[src/rtl/xbus_wait_pkg.sv]
package xbus_wait_pkg;

  typedef enum logic [2:0] {
    ST_IDLE = 3'd0,
    ST_ADDR = 3'd1,
    ST_DATA = 3'd2,
    ST_AUTO = 3'd3,
    ST_WAIT = 3'd4,
    ST_FIN  = 3'd5
  } seq_state_e;

  // timing mode encodings (behaviour depends on these values)
  localparam logic [1:0] TM_PLUS1   = 2'b00;
  localparam logic [1:0] TM_LONG    = 2'b01;
  localparam logic [1:0] TM_LONG_EA = 2'b10;
  localparam logic [1:0] TM_STD     = 2'b11;

  typedef enum logic [1:0] {
    WS_16  = 2'd0,
    WS_8   = 2'd1,
    WS_PIN = 2'd2
  } width_sel_e;

  function automatic logic ceil_bad(input logic [2:0] code);
    return (code[2] == 1'b0) && (code[1:0] != 2'b00);
  endfunction

  function automatic logic width_bad(input logic [1:0] code);
    return code == 2'b00;
  endfunction

  function automatic logic ceil_unbounded(input logic [2:0] code);
    return code == 3'b111;
  endfunction

  // number of READY wait clocks allowed by a bounded code
  function automatic logic [1:0] ceil_count(input logic [2:0] code);
    logic [1:0] n;
    n = 2'd0;
    if (code[2] && code[1:0] != 2'b11) n = code[1:0] + 2'd1;
    return n;
  endfunction

  function automatic width_sel_e width_decode(input logic [1:0] code);
    width_sel_e w;
    case (code)
      2'b10:   w = WS_8;
      2'b11:   w = WS_PIN;
      default: w = WS_16;
    endcase
    return w;
  endfunction

endpackage

[src/rtl/xbus_cfg_regs.sv]
module xbus_cfg_regs
  import xbus_wait_pkg::*;
#(
  parameter int CNT_W = 2
) (
  input  logic             clk,
  input  logic             rst_n,
  input  logic             a_we,
  input  logic [2:0]       a_wdata,
  input  logic             b_we,
  input  logic [3:0]       b_wdata,
  output logic [1:0]       mode_o,
  output logic [CNT_W-1:0] ceil_o,
  output logic             unb_o,
  output width_sel_e       wsel_o,
  output logic             err_o
);

  logic [1:0] mode_q;
  logic [2:0] ceil_q;
  logic [1:0] width_q;
  logic       err_q;

  logic [2:0] ceil_n;
  logic [1:0] width_n;

  always_comb begin
    ceil_n  = ceil_q;
    width_n = width_q;
    if (a_we) begin
      ceil_n[1:0] = a_wdata[2:1];
      width_n[0]  = a_wdata[0];
    end
    if (b_we) begin
      ceil_n[2]  = b_wdata[3];
      width_n[1] = b_wdata[2];
    end
  end

  always_ff @(posedge clk or negedge rst_n) begin
    if (!rst_n) begin
      mode_q  <= TM_STD;
      ceil_q  <= 3'b000;
      width_q <= 2'b01;
      err_q   <= 1'b0;
    end else begin
      ceil_q  <= ceil_n;
      width_q <= width_n;
      if (b_we) mode_q <= b_wdata[1:0];
      if (a_we || b_we) err_q <= ceil_bad(ceil_n) || width_bad(width_n);
    end
  end

  assign mode_o = mode_q;
  assign ceil_o = CNT_W'(ceil_count(ceil_q));
  assign unb_o  = ceil_unbounded(ceil_q);
  assign wsel_o = width_decode(width_q);
  assign err_o  = err_q;

endmodule

[src/rtl/xbus_ready_sync.sv]
module xbus_ready_sync #(
  parameter int STAGES = 1
) (
  input  logic clk,
  input  logic rst_n,
  input  logic rdy_in,
  output logic rdy_q
);

  logic [STAGES-1:0] pipe_q;

  generate
    if (STAGES == 1) begin : g_single
      always_ff @(posedge clk or negedge rst_n) begin
        if (!rst_n) pipe_q <= 1'b1;
        else        pipe_q <= rdy_in;
      end
    end else begin : g_chain
      always_ff @(posedge clk or negedge rst_n) begin
        if (!rst_n) pipe_q <= '1;
        else        pipe_q <= {pipe_q[STAGES-2:0], rdy_in};
      end
    end
  endgenerate

  assign rdy_q = pipe_q[STAGES-1];

endmodule

[src/rtl/xbus_cycle_seq.sv]
module xbus_cycle_seq
  import xbus_wait_pkg::*;
#(
  parameter int CNT_W = 2
) (
  input  logic             clk,
  input  logic             rst_n,
  input  logic             req_valid,
  output logic             req_ready,
  input  logic             rdy_q,
  input  logic             width_pin,
  input  logic [1:0]       mode_i,
  input  logic [CNT_W-1:0] ceil_i,
  input  logic             unb_i,
  input  width_sel_e       wsel_i,
  input  logic             err_i,
  output logic             cyc_extend,
  output logic             cyc_done,
  output logic             bus_w8
);

  localparam logic [CNT_W-1:0] CNT_MAX = '1;

  seq_state_e       st_q;
  logic             ph_q;
  logic [CNT_W-1:0] cnt_q;
  logic [1:0]       mode_c;
  logic [CNT_W-1:0] ceil_c;
  logic             unb_c;
  logic             w8_q;

  logic addr_long, data_long, wait_go, wait_end, w8_pick;

  always_comb begin
    addr_long = (mode_c == TM_LONG_EA);
    data_long = (mode_c == TM_LONG) || (mode_c == TM_LONG_EA);
    wait_go   = !rdy_q && (unb_c || (ceil_c != '0));
    wait_end  = rdy_q || (!unb_c && (cnt_q == ceil_c));
    case (wsel_i)
      WS_8:    w8_pick = 1'b1;
      WS_PIN:  w8_pick = !width_pin;
      default: w8_pick = 1'b0;
    endcase
  end

  always_ff @(posedge clk or negedge rst_n) begin
    if (!rst_n) begin
      st_q   <= ST_IDLE;
      ph_q   <= 1'b0;
      cnt_q  <= '0;
      mode_c <= TM_STD;
      ceil_c <= '0;
      unb_c  <= 1'b0;
      w8_q   <= 1'b0;
    end else begin
      case (st_q)
        ST_IDLE: begin
          if (req_valid) begin
            mode_c <= mode_i;
            ceil_c <= err_i ? '0 : ceil_i;
            unb_c  <= !err_i && unb_i;
            w8_q   <= !err_i && w8_pick;
            ph_q   <= 1'b0;
            st_q   <= ST_ADDR;
          end
        end
        ST_ADDR: begin
          if (addr_long && !ph_q) ph_q <= 1'b1;
          else begin
            ph_q <= 1'b0;
            st_q <= ST_DATA;
          end
        end
        ST_DATA: begin
          if (data_long && !ph_q) ph_q <= 1'b1;
          else begin
            ph_q  <= 1'b0;
            cnt_q <= CNT_W'(1);
            if (mode_c == TM_PLUS1) st_q <= ST_AUTO;
            else                    st_q <= wait_go ? ST_WAIT : ST_FIN;
          end
        end
        ST_AUTO: begin
          cnt_q <= CNT_W'(1);
          st_q  <= wait_go ? ST_WAIT : ST_FIN;
        end
        ST_WAIT: begin
          if (wait_end) st_q <= ST_FIN;
          else if (cnt_q != CNT_MAX) cnt_q <= cnt_q + CNT_W'(1);
        end
        ST_FIN:  st_q <= ST_IDLE;
        default: st_q <= ST_IDLE;
      endcase
    end
  end

  assign req_ready  = (st_q == ST_IDLE);
  assign cyc_extend = (st_q == ST_AUTO) || (st_q == ST_WAIT);
  assign cyc_done   = (st_q == ST_FIN);
  assign bus_w8     = w8_q;

endmodule

[src/rtl/xbus_wait_ctrl.sv]
module xbus_wait_ctrl
  import xbus_wait_pkg::*;
#(
  parameter int CNT_W      = 2,
  parameter int RDY_STAGES = 1
) (
  input  logic       clk,
  input  logic       rst_n,
  input  logic       cfg_a_we,
  input  logic [2:0] cfg_a_wdata,
  input  logic       cfg_b_we,
  input  logic [3:0] cfg_b_wdata,
  input  logic       req_valid,
  output logic       req_ready,
  input  logic       rdy_in,
  input  logic       width_pin,
  output logic       cyc_extend,
  output logic       cyc_done,
  output logic       bus_w8,
  output logic       cfg_err
);

  logic [1:0]       mode_w;
  logic [CNT_W-1:0] ceil_w;
  logic             unb_w;
  width_sel_e       wsel_w;
  logic             rdy_s;

  xbus_cfg_regs #(.CNT_W(CNT_W)) u_cfg (
    .clk     (clk),
    .rst_n   (rst_n),
    .a_we    (cfg_a_we),
    .a_wdata (cfg_a_wdata),
    .b_we    (cfg_b_we),
    .b_wdata (cfg_b_wdata),
    .mode_o  (mode_w),
    .ceil_o  (ceil_w),
    .unb_o   (unb_w),
    .wsel_o  (wsel_w),
    .err_o   (cfg_err)
  );

  xbus_ready_sync #(.STAGES(RDY_STAGES)) u_rdy (
    .clk    (clk),
    .rst_n  (rst_n),
    .rdy_in (rdy_in),
    .rdy_q  (rdy_s)
  );

  xbus_cycle_seq #(.CNT_W(CNT_W)) u_seq (
    .clk        (clk),
    .rst_n      (rst_n),
    .req_valid  (req_valid),
    .req_ready  (req_ready),
    .rdy_q      (rdy_s),
    .width_pin  (width_pin),
    .mode_i     (mode_w),
    .ceil_i     (ceil_w),
    .unb_i      (unb_w),
    .wsel_i     (wsel_w),
    .err_i      (cfg_err),
    .cyc_extend (cyc_extend),
    .cyc_done   (cyc_done),
    .bus_w8     (bus_w8)
  );

endmodule

[config.mk]
export PLATFORM = sky130hd
export DESIGN_NAME = xbus_wait_ctrl
export DESIGN_NICKNAME = d
export VERILOG_FILES = /design/src/rtl/xbus_wait_pkg.sv /design/src/rtl/xbus_cfg_regs.sv /design/src/rtl/xbus_ready_sync.sv /design/src/rtl/xbus_cycle_seq.sv /design/src/rtl/xbus_wait_ctrl.sv
export SDC_FILE = /design/constraint.sdc
export NUM_CORES = 1
export LEC_CHECK = 0
export ABC_AREA = 0
export BUFFER_PORTS_ARGS = -buffer_cell sky130_fd_sc_hd__buf_2
export CORE_MARGIN = 1
export CORE_UTILIZATION = 59
export CTS_CLUSTER_DIAMETER = 200
export DETAILED_ROUTE_END_ITERATION = 8
export PLACE_DENSITY = 0.82
export SLEW_MARGIN = 20
export SYNTH_ARGS = -nofsm -noshare
export SYNTH_HDL_FRONTEND = slang
export SYNTH_HIERARCHICAL = 1
export SYNTH_SLANG_ARGS = --single-unit
export TNS_END_PERCENT = 50
[constraint.sdc]
create_clock -name clk -period 4.45 [get_ports clk]
set_input_delay 0.445 -clock clk [delete_from_list [all_inputs] [get_ports clk]]
set_output_delay 0.445 -clock clk [all_outputs]
set_load 0.005 [all_outputs]
### Word-level counts from Yosys, hierarchy flattened

Index checks and enable logic that the tools add are counted.

* bitwise gates (word level): 1
* add/subtract/negate cells: 2
* reduce and logical (&&, ||, !) cells: 30
* muxes and demuxes: 23
* eq/ne operators: 21

Operator list (number)
* 3-bit two-way mux: 5
* 3-bit case mux with 5 select lines: 1
* 2-bit two-way mux: 6
* 2-bit inequality test (second input constant): 6
* 3-bit == test (second input constant): 3
* 2-bit == test (second input constant): 4
* 1-bit logical AND: 8
* 4-bit AND reduction: 2
* 1-bit two-way mux: 7
* 3-bit by 2-bit == test with 1-bit output (second input constant): 2
* 1-bit logical OR: 6
* 2-bit case mux with 3 select lines: 1
* 3-bit nonzero test: 2
* 1-bit logical NOT: 5
* 2-bit by 1-bit adder with 2-bit output (second input constant): 2
* 2-bit by 1-bit == test with 1-bit output (second input constant): 2
* 2-bit logical NOT: 2
* 2-bit by 1-bit inequality test with 1-bit output (second input constant): 2
* 2-bit case mux with 2 select lines: 1
* 2-bit AND reduction: 2
* 2-bit nonzero test: 2
* 3-bit by 1-bit == test with 1-bit output (second input constant): 1
* 3-bit logical NOT: 1
* 1-bit case mux with 3 select lines: 1
* other kinds (3): 3

* logic and storage cells: 89
* input bits: 14
* register bits: 21

### Logic depth before layout (Yosys ltp)

Gate-level depths: netlist of run 1.

* word-level depth: 7
* depth in mapped cells: 5
* gate-level depth less buffers: 5

### Cells and area by module

Netlist of run 1, hierarchy kept.

Modules (own cells, without submodules)
* xbus_cycle_seq: cells an instance 85, area an instance 824.5 um^2, instances 1
* xbus_cfg_regs: cells an instance 29, area an instance 371.6 um^2, instances 1
* xbus_ready_sync: cells an instance 1, area an instance 26.3 um^2, instances 1

### Worst setup path before layout of run 1

No wires, ideal clock.

* kind: register to register
* start point: register u_seq.mode_c[0]
* end point: register u_seq.cnt_q[1]
* clock period less this slack: 1.700 ns
* path buffers: 0
* slack: 2.750 ns
* library setup time: 0.065 ns
* cell stages (with the launch flop): 6
* required time: 4.385 ns
* data arrival time: 1.635 ns
* cell sequence: dfstp_2 > inv_1 > ha_1 > or3b_2 > a21boi_0 > mux2_2

* longest elaborated chain between the ends: 5

RTL lines
* start: declaration: line xbus_cycle_seq.sv:27 `logic [1:0] mode_c;`
* start signal: assignment: line xbus_cycle_seq.sv:59 `mode_c <= mode_i;`
* 2-bit by 1-bit == test with 1-bit output / 2-bit == test (equally long branches): line xbus_cycle_seq.sv:36 `data_long = (mode_c == TM_LONG) || (mode_c == TM_LONG_EA);`
* 1-bit logical OR (*): line xbus_cycle_seq.sv:36
* 1-bit logical AND (*): line xbus_cycle_seq.sv:75 `if (data_long && !ph_q) ph_q <= 1'b1;`
* 2-bit inequality test (no line) (*)
* 4-bit AND reduction (no line) (*)
* end signal: assignment: line xbus_cycle_seq.sv:89 `else if (cnt_q != CNT_MAX) cnt_q <= cnt_q + CNT_W'(1);`
* end: declaration: line xbus_cycle_seq.sv:26 `logic [CNT_W-1:0] cnt_q;`

Mark *: on every way between the ends. The rest lies on a longest branch, timed or not.
A chain may end at the register's enable or synchronous reset.

### Final worst setup path of run 1

* start point: register u_seq.st_q[1]
* end point: output port cyc_extend

* longest elaborated chain between the ends: 2

RTL lines
* start: declaration: line xbus_cycle_seq.sv:24 `seq_state_e st_q;`
* start signal: assignment: line xbus_cycle_seq.sv:80 `else st_q <= wait_go ? ST_WAIT : ST_FIN;`
* start signal: assignment: line xbus_cycle_seq.sv:85 `st_q <= wait_go ? ST_WAIT : ST_FIN;`
* 3-bit by 2-bit == test with 1-bit output / 3-bit == test (equally long branches): line xbus_cycle_seq.sv:98 `assign cyc_extend = (st_q == ST_AUTO) || (st_q == ST_WAIT);`
* 1-bit logical OR (*): line xbus_cycle_seq.sv:98
* end: declaration: line xbus_wait_ctrl.sv:17 `output logic cyc_extend,`

Marked as above.

==> results of run 1 <==
per-layer routing:
layer  GRT usage [%]  wire length (µm)  vias up
li1                -                 -      443
met1            29.2               999      434
met2            35.6              1110       22
met3            2.26                70        2
met4            8.00                 8        0
met5               0                 0        -
worst min-delay path by stage:
stage,from,end,slack [ns],cells after the start
3_3_place_gp,rst_n,u_seq/cnt_q[0],0.42,1
5_1_grt,rst_n,u_seq/cnt_q[1],0.09,1
3_5_place_dp,rst_n,u_seq/cnt_q[0],0.42,1
4_1_cts,rst_n,u_seq/cnt_q[1],0.07,1
2_1_floorplan,rst_n,u_cfg/ceil_q[0],0.15,0
6_report,rst_n,u_seq/cnt_q[1],0.07,1
power by group:
group / total, µW / switching [µW] / leakage, µW / internal (µW)
sequential: 328 / 78.4 / 0.000250 / 250
clock: 94.6 / 61.0 / 0.0000177 / 33.5
combinational: 281 / 131 / 0.000361 / 150
critical path, cell delays in order, from the launching register on:
cell	delay, ns
dfrtp_1	0.61
nor2b_1	0.40
nand2_1	0.09
nand2_1	0.08
buf_2	0.10
placed cells by master, fill, tap and decap left out, drive strengths merged, types with 3 or more instances in the layout:
cell type / n
a21oi: 5
buf: 18
clkbuf: 3
dfrtp: 15
dfstp: 6
ha: 6
inv: 8
mux2: 8
nand2: 9
nand2b: 4
nand3b: 3
nor2b: 5
nor3: 4
o21ai: 7
cells in the mapped netlist (all sizes together) (3+ instances only):
cell	count	area [µm²]
dfrtp	15	375
nor2b	5	31.3
mux2	8	101
nand3b	3	22.5
o21ai	7	35.0
inv	8	30.0
a21oi	5	25.0
ha	6	75.1
nand2	9	33.8
dfstp	6	158
buf	3	27.5
nor3	4	20.0
nand2b	4	25.0
sequential cells by signal, indices dropped and copies added, names as in the netlist:
| name | cells |
|---|---|
| u_cfg/ceil_q | 3 |
| u_cfg/err_o | 1 |
| u_cfg/mode_o | 2 |
| u_cfg/width_q | 2 |
| u_rdy/rdy_q | 1 |
| u_seq/bus_w8 | 1 |
| u_seq/ceil_c | 2 |
| u_seq/cnt_q | 2 |
| u_seq/mode_c | 2 |
| u_seq/ph_q | 1 |
| u_seq/st_q | 3 |
| u_seq/unb_c | 1 |
cell type report:
| cell class | count | area share (%) |
|---|---|---|
| multi-input combinational | 81 | 46.6 |
| sequential | 21 | 39.8 |
| timing repair buffer | 18 | 6.73 |
| tap | 27 | 2.52 |
| inverter | 8 | 2.24 |
| clock buffer | 3 | 1.68 |
| clock inverter | 1 | 0.374 |
kinds of logic (layout without fill, tap and decap cells):
kind of cell	count (synthesis)	after routing
simple gates	37	37
compound gates	27	27
flops	21	21
buf+inv	13	30
mux	9	9
fa+ha+maj	6	6
xor+xnor	2	2
stage by stage:
step | power [µW] | cell area (µm²) | hold slack, ns | instances | utilization, %
global placement | 590 | 1310 | 0.417 | 155 | 66.8
global route | 763 | 1340 | 0.0858 | 159 | 68.2
finish | 704 | 1340 | 0.0652 | 159 | 68.2
CTS | 707 | 1340 | 0.0675 | 159 | 68.2
detailed placement | 612 | 1310 | 0.419 | 155 | 66.8
floorplan | 549 | 1220 | 0.149 | 115 | -
==> results by group, run 1 <==
Critical path
  • Worst setup path startpoint: u_seq/st_q[1]
  • CP required: around 4 ns
  • Reg2reg setup slack: about 2.6 ns
  • Reg2reg path depth: 5
  • Crit path capture: cyc_extend
  • Worst Path Arrival: 1.59 ns
  • CP max FO: 15
  • CP Capture Type: output pin
  • Critical path class: register to output pin
  • Reg-to-reg startpoint: u_seq/mode_c[0]
  • Setup crit start kind: register
  • Reg2reg end: u_seq/cnt_q[1]

Floorplan
  • Die Wd: between 40 and 50 µm
  • # rows: 16
  • Die extent in y: between 40 and 50 µm
  • Core ar.: around 0.0020 mm²
  • DIE AREA: approximately 0.0023 mm²
  • Initial Utilization: ~62%
  • Io pins: 19

Synth
  • Synth Area per Inst: ~11 µm²
  • Synth Area in Simple Gates: roughly 18%
  • Synth warnings: 6
  • Main flop type after synthesis: dfrtp_1
  • Fraction of registers with async set or reset after synthesis: 100%
  • Multiplexer share of the synthesized area: a little under a tenth
  • XOR/XNOR Fraction of Synth Area: 1.43%
  • Yosys cell types: 39
  • Synth Area in Compound Gates: 16.0%
  • Gate Count Post-Synth: around 120
  • Register bit count reported by yosys: 21
  • Syn nets: roughly 140
  • Synth Area in Adders: 6.14%
  • EDFF count, synth: 0
  • Cell Area, Synth: 0.00122 mm²
  • Largest family of logic cells by synthesized area: simple AND/OR/NAND/NOR gates
  • Sequential share of the synthesized area: 43.6%

Timing
  • Fmax: ~490 MHz
  • Worst rel slew slack: between 60% and 70%
  • Count of pins over their slew limit: 0
  • Fin Setup TNS: 0 ns
  • Final setup viols: 0
  • Hold Vio Cnt, Final: 0
  • RSZ-0062 raised after global routing: false
  • Final Cycle Share: 45.8%
  • Worst slew pin tran: slightly below 0.5 ns
  • Setup Skew: about 0.0086 ns
  • Final worst setup slack: 2.41 ns
  • Tmin final: 2.04 ns

Clocking
  • # resized after CTS: 0
  • CTS buffer count: 3
  • Setup Buffers After CTS: 0
  • Worst-skew pair later-pin latency: roughly 0.31 ns
  • CTS tree: yes
  • Num Clock Sinks: 21
  • H-tree levels: 1
  • Hold Buf Count CTS: 0
  • Clk root buf: clkbuf_4
  • Clock buffer depth: 2
  • CTS clk-pin slew, worst paths: approximately 0.13 ns

Layout
  • P&R area growth vs syn: 9.52%
  • Net count, final: 153
  • Sequential cell area: 533 µm²
  • Layout cells sized above 1: between 30% and 40%
  • Area of the multi-input gates: between 600 and 700 µm²
  • ANT cells: 0
  • Fillcell total: 184

Global routing
  • Vias in the first global route: about 800
  • First-pass GRT wire length: about 3.4 mm
  • GRT overflow: 0
  • Largest net degree at the start of global routing: 22
  • All-Layer GR Usage: between 20 and 25%
  • Initial antenna violation count: 0

Placed design
  • GPL Wtd Cong: ~0.8
  • Place WS: around 2.6 ns
  • IO buf count: 18
  • HPWL Detailed: 1.64 mm

Pwr
  • Worst vdd ir: 360 µV
  • Static leakage: 0.000629 µW
  • Power Density: ~530 mW/mm²

Outcome
  • Status: finished clean

Run
  • Max-Cap Viols: 0

Route
  • Via count: 901
  • Routed Antenna Nets: 0
  • DR iter-0 viols: 12
  • Total routed wirelength: approximately 2.2 mm
  • WL/cell: between 10 and 15 µm
  • Remaining DRCs: 0
  • First-pass iteration count of the detailed router: 4
  • Via density: approximately 5.7

Min path
  • Worst min-delay path category: input port to async pin
No activity file was read; power rests on OpenSTA's default activity.
==> inputs of run 2 (changes only) <==
--- a/config.mk
+++ b/config.mk
@@ -8,10 +8,10 @@
 export ABC_AREA = 0
 export BUFFER_PORTS_ARGS = -buffer_cell sky130_fd_sc_hd__buf_2
 export CORE_MARGIN = 1
-export CORE_UTILIZATION = 59
+export CORE_UTILIZATION = 50
 export CTS_CLUSTER_DIAMETER = 200
 export DETAILED_ROUTE_END_ITERATION = 8
-export PLACE_DENSITY = 0.82
+export PLACE_DENSITY = 0.74
 export SLEW_MARGIN = 20
 export SYNTH_ARGS = -nofsm -noshare
 export SYNTH_HDL_FRONTEND = slang
==> constraint.sdc (replaced) <==
create_clock -name clk -period 1.7 [get_ports clk]
set_input_delay 0.17 -clock clk [delete_from_list [all_inputs] [get_ports clk]]
set_output_delay 0.17 -clock clk [all_outputs]
set_load 0.005 [all_outputs]
==> results by group, run 2 (same netlist as run 1, synthesis figures left out) <==
Outcome
  • Status: finished clean

Global routing
  • Largest net degree at the start of global routing: 22 (unchanged)
  • GRT overflow: 0 (unchanged)
  • Initial antenna violation count: 0 (unchanged)
  • All-Layer GR Usage: 19.7% (-1.9 points)
  • Vias in the first global route: 900 (+12%)
  • First-pass GRT wire length: 3.90 mm (+13%)

Layout
  • Commonest cells after routing, fill and taps aside: 18 x buf_2, 14 x dfrtp_1, 9 x nand2_1
  • Layout Cells excl Fill: 166 (+4.4%)
  • Core Util, Final: 62.3% (-6.0 points)
  • Layout cells sized above 1: 34.1% (+3.8 points)
  • Post-route cell area: 0.00140 mm² (+4.9%)
  • Commonest non-fill, non-tap cell in the layout: buf_2
  • Top Registers: u_cfg/ceil_q (3), u_seq/st_q (3)
  • ANT cells: 0 (unchanged)
  • P&R area growth vs syn: 14.8%
  • Net count, final: 159 (+3.9%)

Placed design
  • Dpl cells: 160 (+3.2%)
  • HPWL Detailed: 1.64 mm (about the same)
  • Placed Area: 0.00134 mm² (+2.4%)
  • GPL Wtd Cong: 0.805 (-0.91%)
  • IO buf count: 18 (unchanged)

Route
  • Met2 routed WL: 1.10 mm (-1.3%)
  • WL met1: 1.01 mm (+1.1%)
  • DR iter-0 viols: 10 (-2)
  • Via count: 922 (+2.3%)
  • Routed Antenna Nets: 0 (unchanged)
  • Total routed wirelength: 2.17 mm (-0.87%)
  • WL/cell: 13.1 µm (-5.0%)
  • Remaining DRCs: 0 (unchanged)
  • Top Metal Used: met4
  • First-pass iteration count of the detailed router: 3 (-1)
  • Via density: 5.55 (-2.0%)
  • Met3 WL: 48 µm (-31%)

Timing
  • Final Cycle Share: between 90% and 100%
  • Tmin final: between 1.5 and 2 ns
  • Final setup viols: 0 (unchanged)
  • Worst rel slew slack: 69.2% (+1.6 points)
  • Hold Vio Cnt, Final: 0 (unchanged)
  • Worst slew pin tran: 0.461 ns (-0.0238 ns)
  • RSZ-0062 raised after global routing: true
  • Setup Skew: 0.00937 ns (+0.000777 ns)
  • Fmax: ~600 MHz
  • Count of pins over their slew limit: 0 (unchanged)

Pwr
  • Flop pwr share: 41.2% (-5.4 points)
  • Worst vdd ir: 834 µV (+130%)
  • Clock power share: 12.1% (-1.3 points)
  • Static leakage: 0.000661 µW (+5.2%)
  • Int Power: 1240 µW (+180%)
  • Switching Fraction: 36.8% (-1.6 points)
  • Total power: 1960 µW (+180%)
  • Psw: 719 µW (+170%)
  • Logic pwr share: 46.7% (+6.8 points)
  • Power Density: 1390 mW/mm² (+160%)

Floorplan
  • Die extent in y: 51.4 µm (+8.3%)
  • Core ar.: 0.00225 mm² (+15%)
  • DIE AREA: 0.00265 mm² (+17%)
  • # rows: 17 (+1)
  • Die Wd: 51.4 µm (+8.3%)
  • Io pins: 19 (unchanged)
  • Initial Utilization: 54.2% (-8.1 points)

Critical path
  • Critical path's slowest cell: dfstp_2
  • Worst Path Arrival: 1.87 ns (+0.28 ns)
  • CP max FO: 3 (-12)
  • Reg2reg end: u_seq/st_q[1]
  • Slowest stage delay, CP: 0.54 ns (-0.07 ns)
  • Worst path cell trace: inv_1 -> ha_1 -> buf_4 -> a311o_1 -> a311oi_1
  • Reg2reg path depth: 5 (unchanged)
  • Setup crit start kind: register
  • Reg2reg setup slack: 0.03 ns (-2.58 ns)
  • Critical path class: register to register
  • CP required: 1.90 ns (-2.11 ns)
  • CP Capture Type: register
  • Reg-to-reg startpoint: u_seq/mode_c[0]

Min path
  • Worst Hold Path EP: u_cfg/width_q[0]
  • Hold Path Origin: cfg_a_wdata[0]
  • Worst min-delay path category: input port to register
  • WHS Path Cells: 2

Clocking
  • Num Clock Sinks: 21 (unchanged)
  • CTS tree: yes
  • CTS buffer count: 3 (unchanged)
  • Clock buffer depth: 2 (unchanged)
  • Clk root buf: clkbuf_4
  • H-tree levels: 1 (unchanged)
  • Worst-skew pair later-pin latency: 0.30 ns (about the same)
  • CTS clk-pin slew, worst paths: 0.11 ns (-0.02 ns)

Run
  • Max-Cap Viols: 0 (unchanged)
==> run 2: cell types whose count changed in the layout (fill, tap and decap cells not counted) <==
| cell | before | now |
|---|---|---|
| a21boi_0 | 2 | 1 |
| a21boi_1 | 0 | 1 |
| buf_4 | 0 | 4 |
| dfrtp_1 | 15 | 14 |
| dfrtp_2 | 0 | 1 |
| dlygate4sd3_1 | 0 | 2 |
| nor2b_1 | 5 | 4 |
| nor2b_4 | 0 | 1 |
| or3b_1 | 1 | 0 |
| or3b_2 | 1 | 0 |
| or3b_4 | 0 | 2 |
==> run 2: repair_timing <==
| item | 4_1_cts | 5_1_grt |
|---|---|---|
| hold endpoints to repair | 16 | 0 |
| cloned | 0 | 0 |
| hold buffers | 2 | 0 |
| gates resized for setup | 1 | 5 |
| endpoints found under the setup margin | 4 | 5 |
| setup buffers | 0 | 0 |
==> run 2: area by class of cell <==
type	instances	area (µm²)
fill	213	851
multi-input combinational	81	637
sequential	21	534
timing repair buffer	24	140
tap	28	35.0
inverter	8	30.0
clock buffer	3	22.5
clock inverter	1	5.00
==> run 2: worst max path at each step <==
stage,startpoint,endpoint,slack (ns),depth (start not counted)
6_report,u_seq/mode_c[0],u_seq/st_q[1],0.03,5
5_1_grt,u_seq/mode_c[1],u_seq/cnt_q[1],-0.03,5
4_1_cts,u_seq/mode_c[1],u_seq/cnt_q[1],0.01,5
3_5_place_dp,u_seq/mode_c[1],u_seq/cnt_q[1],-0.05,5
3_3_place_gp,u_seq/mode_c[0],u_seq/cnt_q[1],-0.01,5
2_1_floorplan,u_seq/mode_c[0],u_seq/cnt_q[1],0.0001,5
==> run 2: metal layers <==
| metal | up-vias | GRT usage, % |
|---|---|---|
| li1 | 454 | - |
| met5 | - | 0 |
| met1 | 455 | 26.2 |
| met3 | 2 | 2.68 |
| met2 | 11 | 32.5 |
| met4 | 0 | 7.21 |
==> run 2: power groups by stage <==
| stage | Combinational (µW) | Clock [µW] | Sequential (µW) |
|---|---|---|---|
| after floorplan | 683 | 0 | 753 |
| after global placement | 839 | 0 | 793 |
| after detailed placement | 877 | 0 | 805 |
| after CTS | 897 | 251 | 796 |
| after global routing | 1030 | 269 | 832 |
| final | 914 | 236 | 805 |
==> run 2: through the flow <==
| stage | setup WS (ns) | TNS (ns) | hold WS (ns) |
|---|---|---|---|
| global route | -0.0333 | -0.100 | 0.0657 |
| CTS | 0.0142 | 0 | 0.0668 |
| detailed placement | -0.0524 | -0.0881 | 0.151 |
| global placement | -0.0111 | -0.0111 | 0.149 |
| finish | 0.0349 | 0 | 0.0823 |
| floorplan | 0.000136 | 0 | -0.126 |
==> run 2: worst max-delay path: cells and delay by family (launching register included) <==
kind                       cells  cell delay (ns)
adders and majority gates      1             0.31
buffers and inverters          2             0.20
AOI/OAI and AO/OA              2             0.53
DFF                            1             0.54
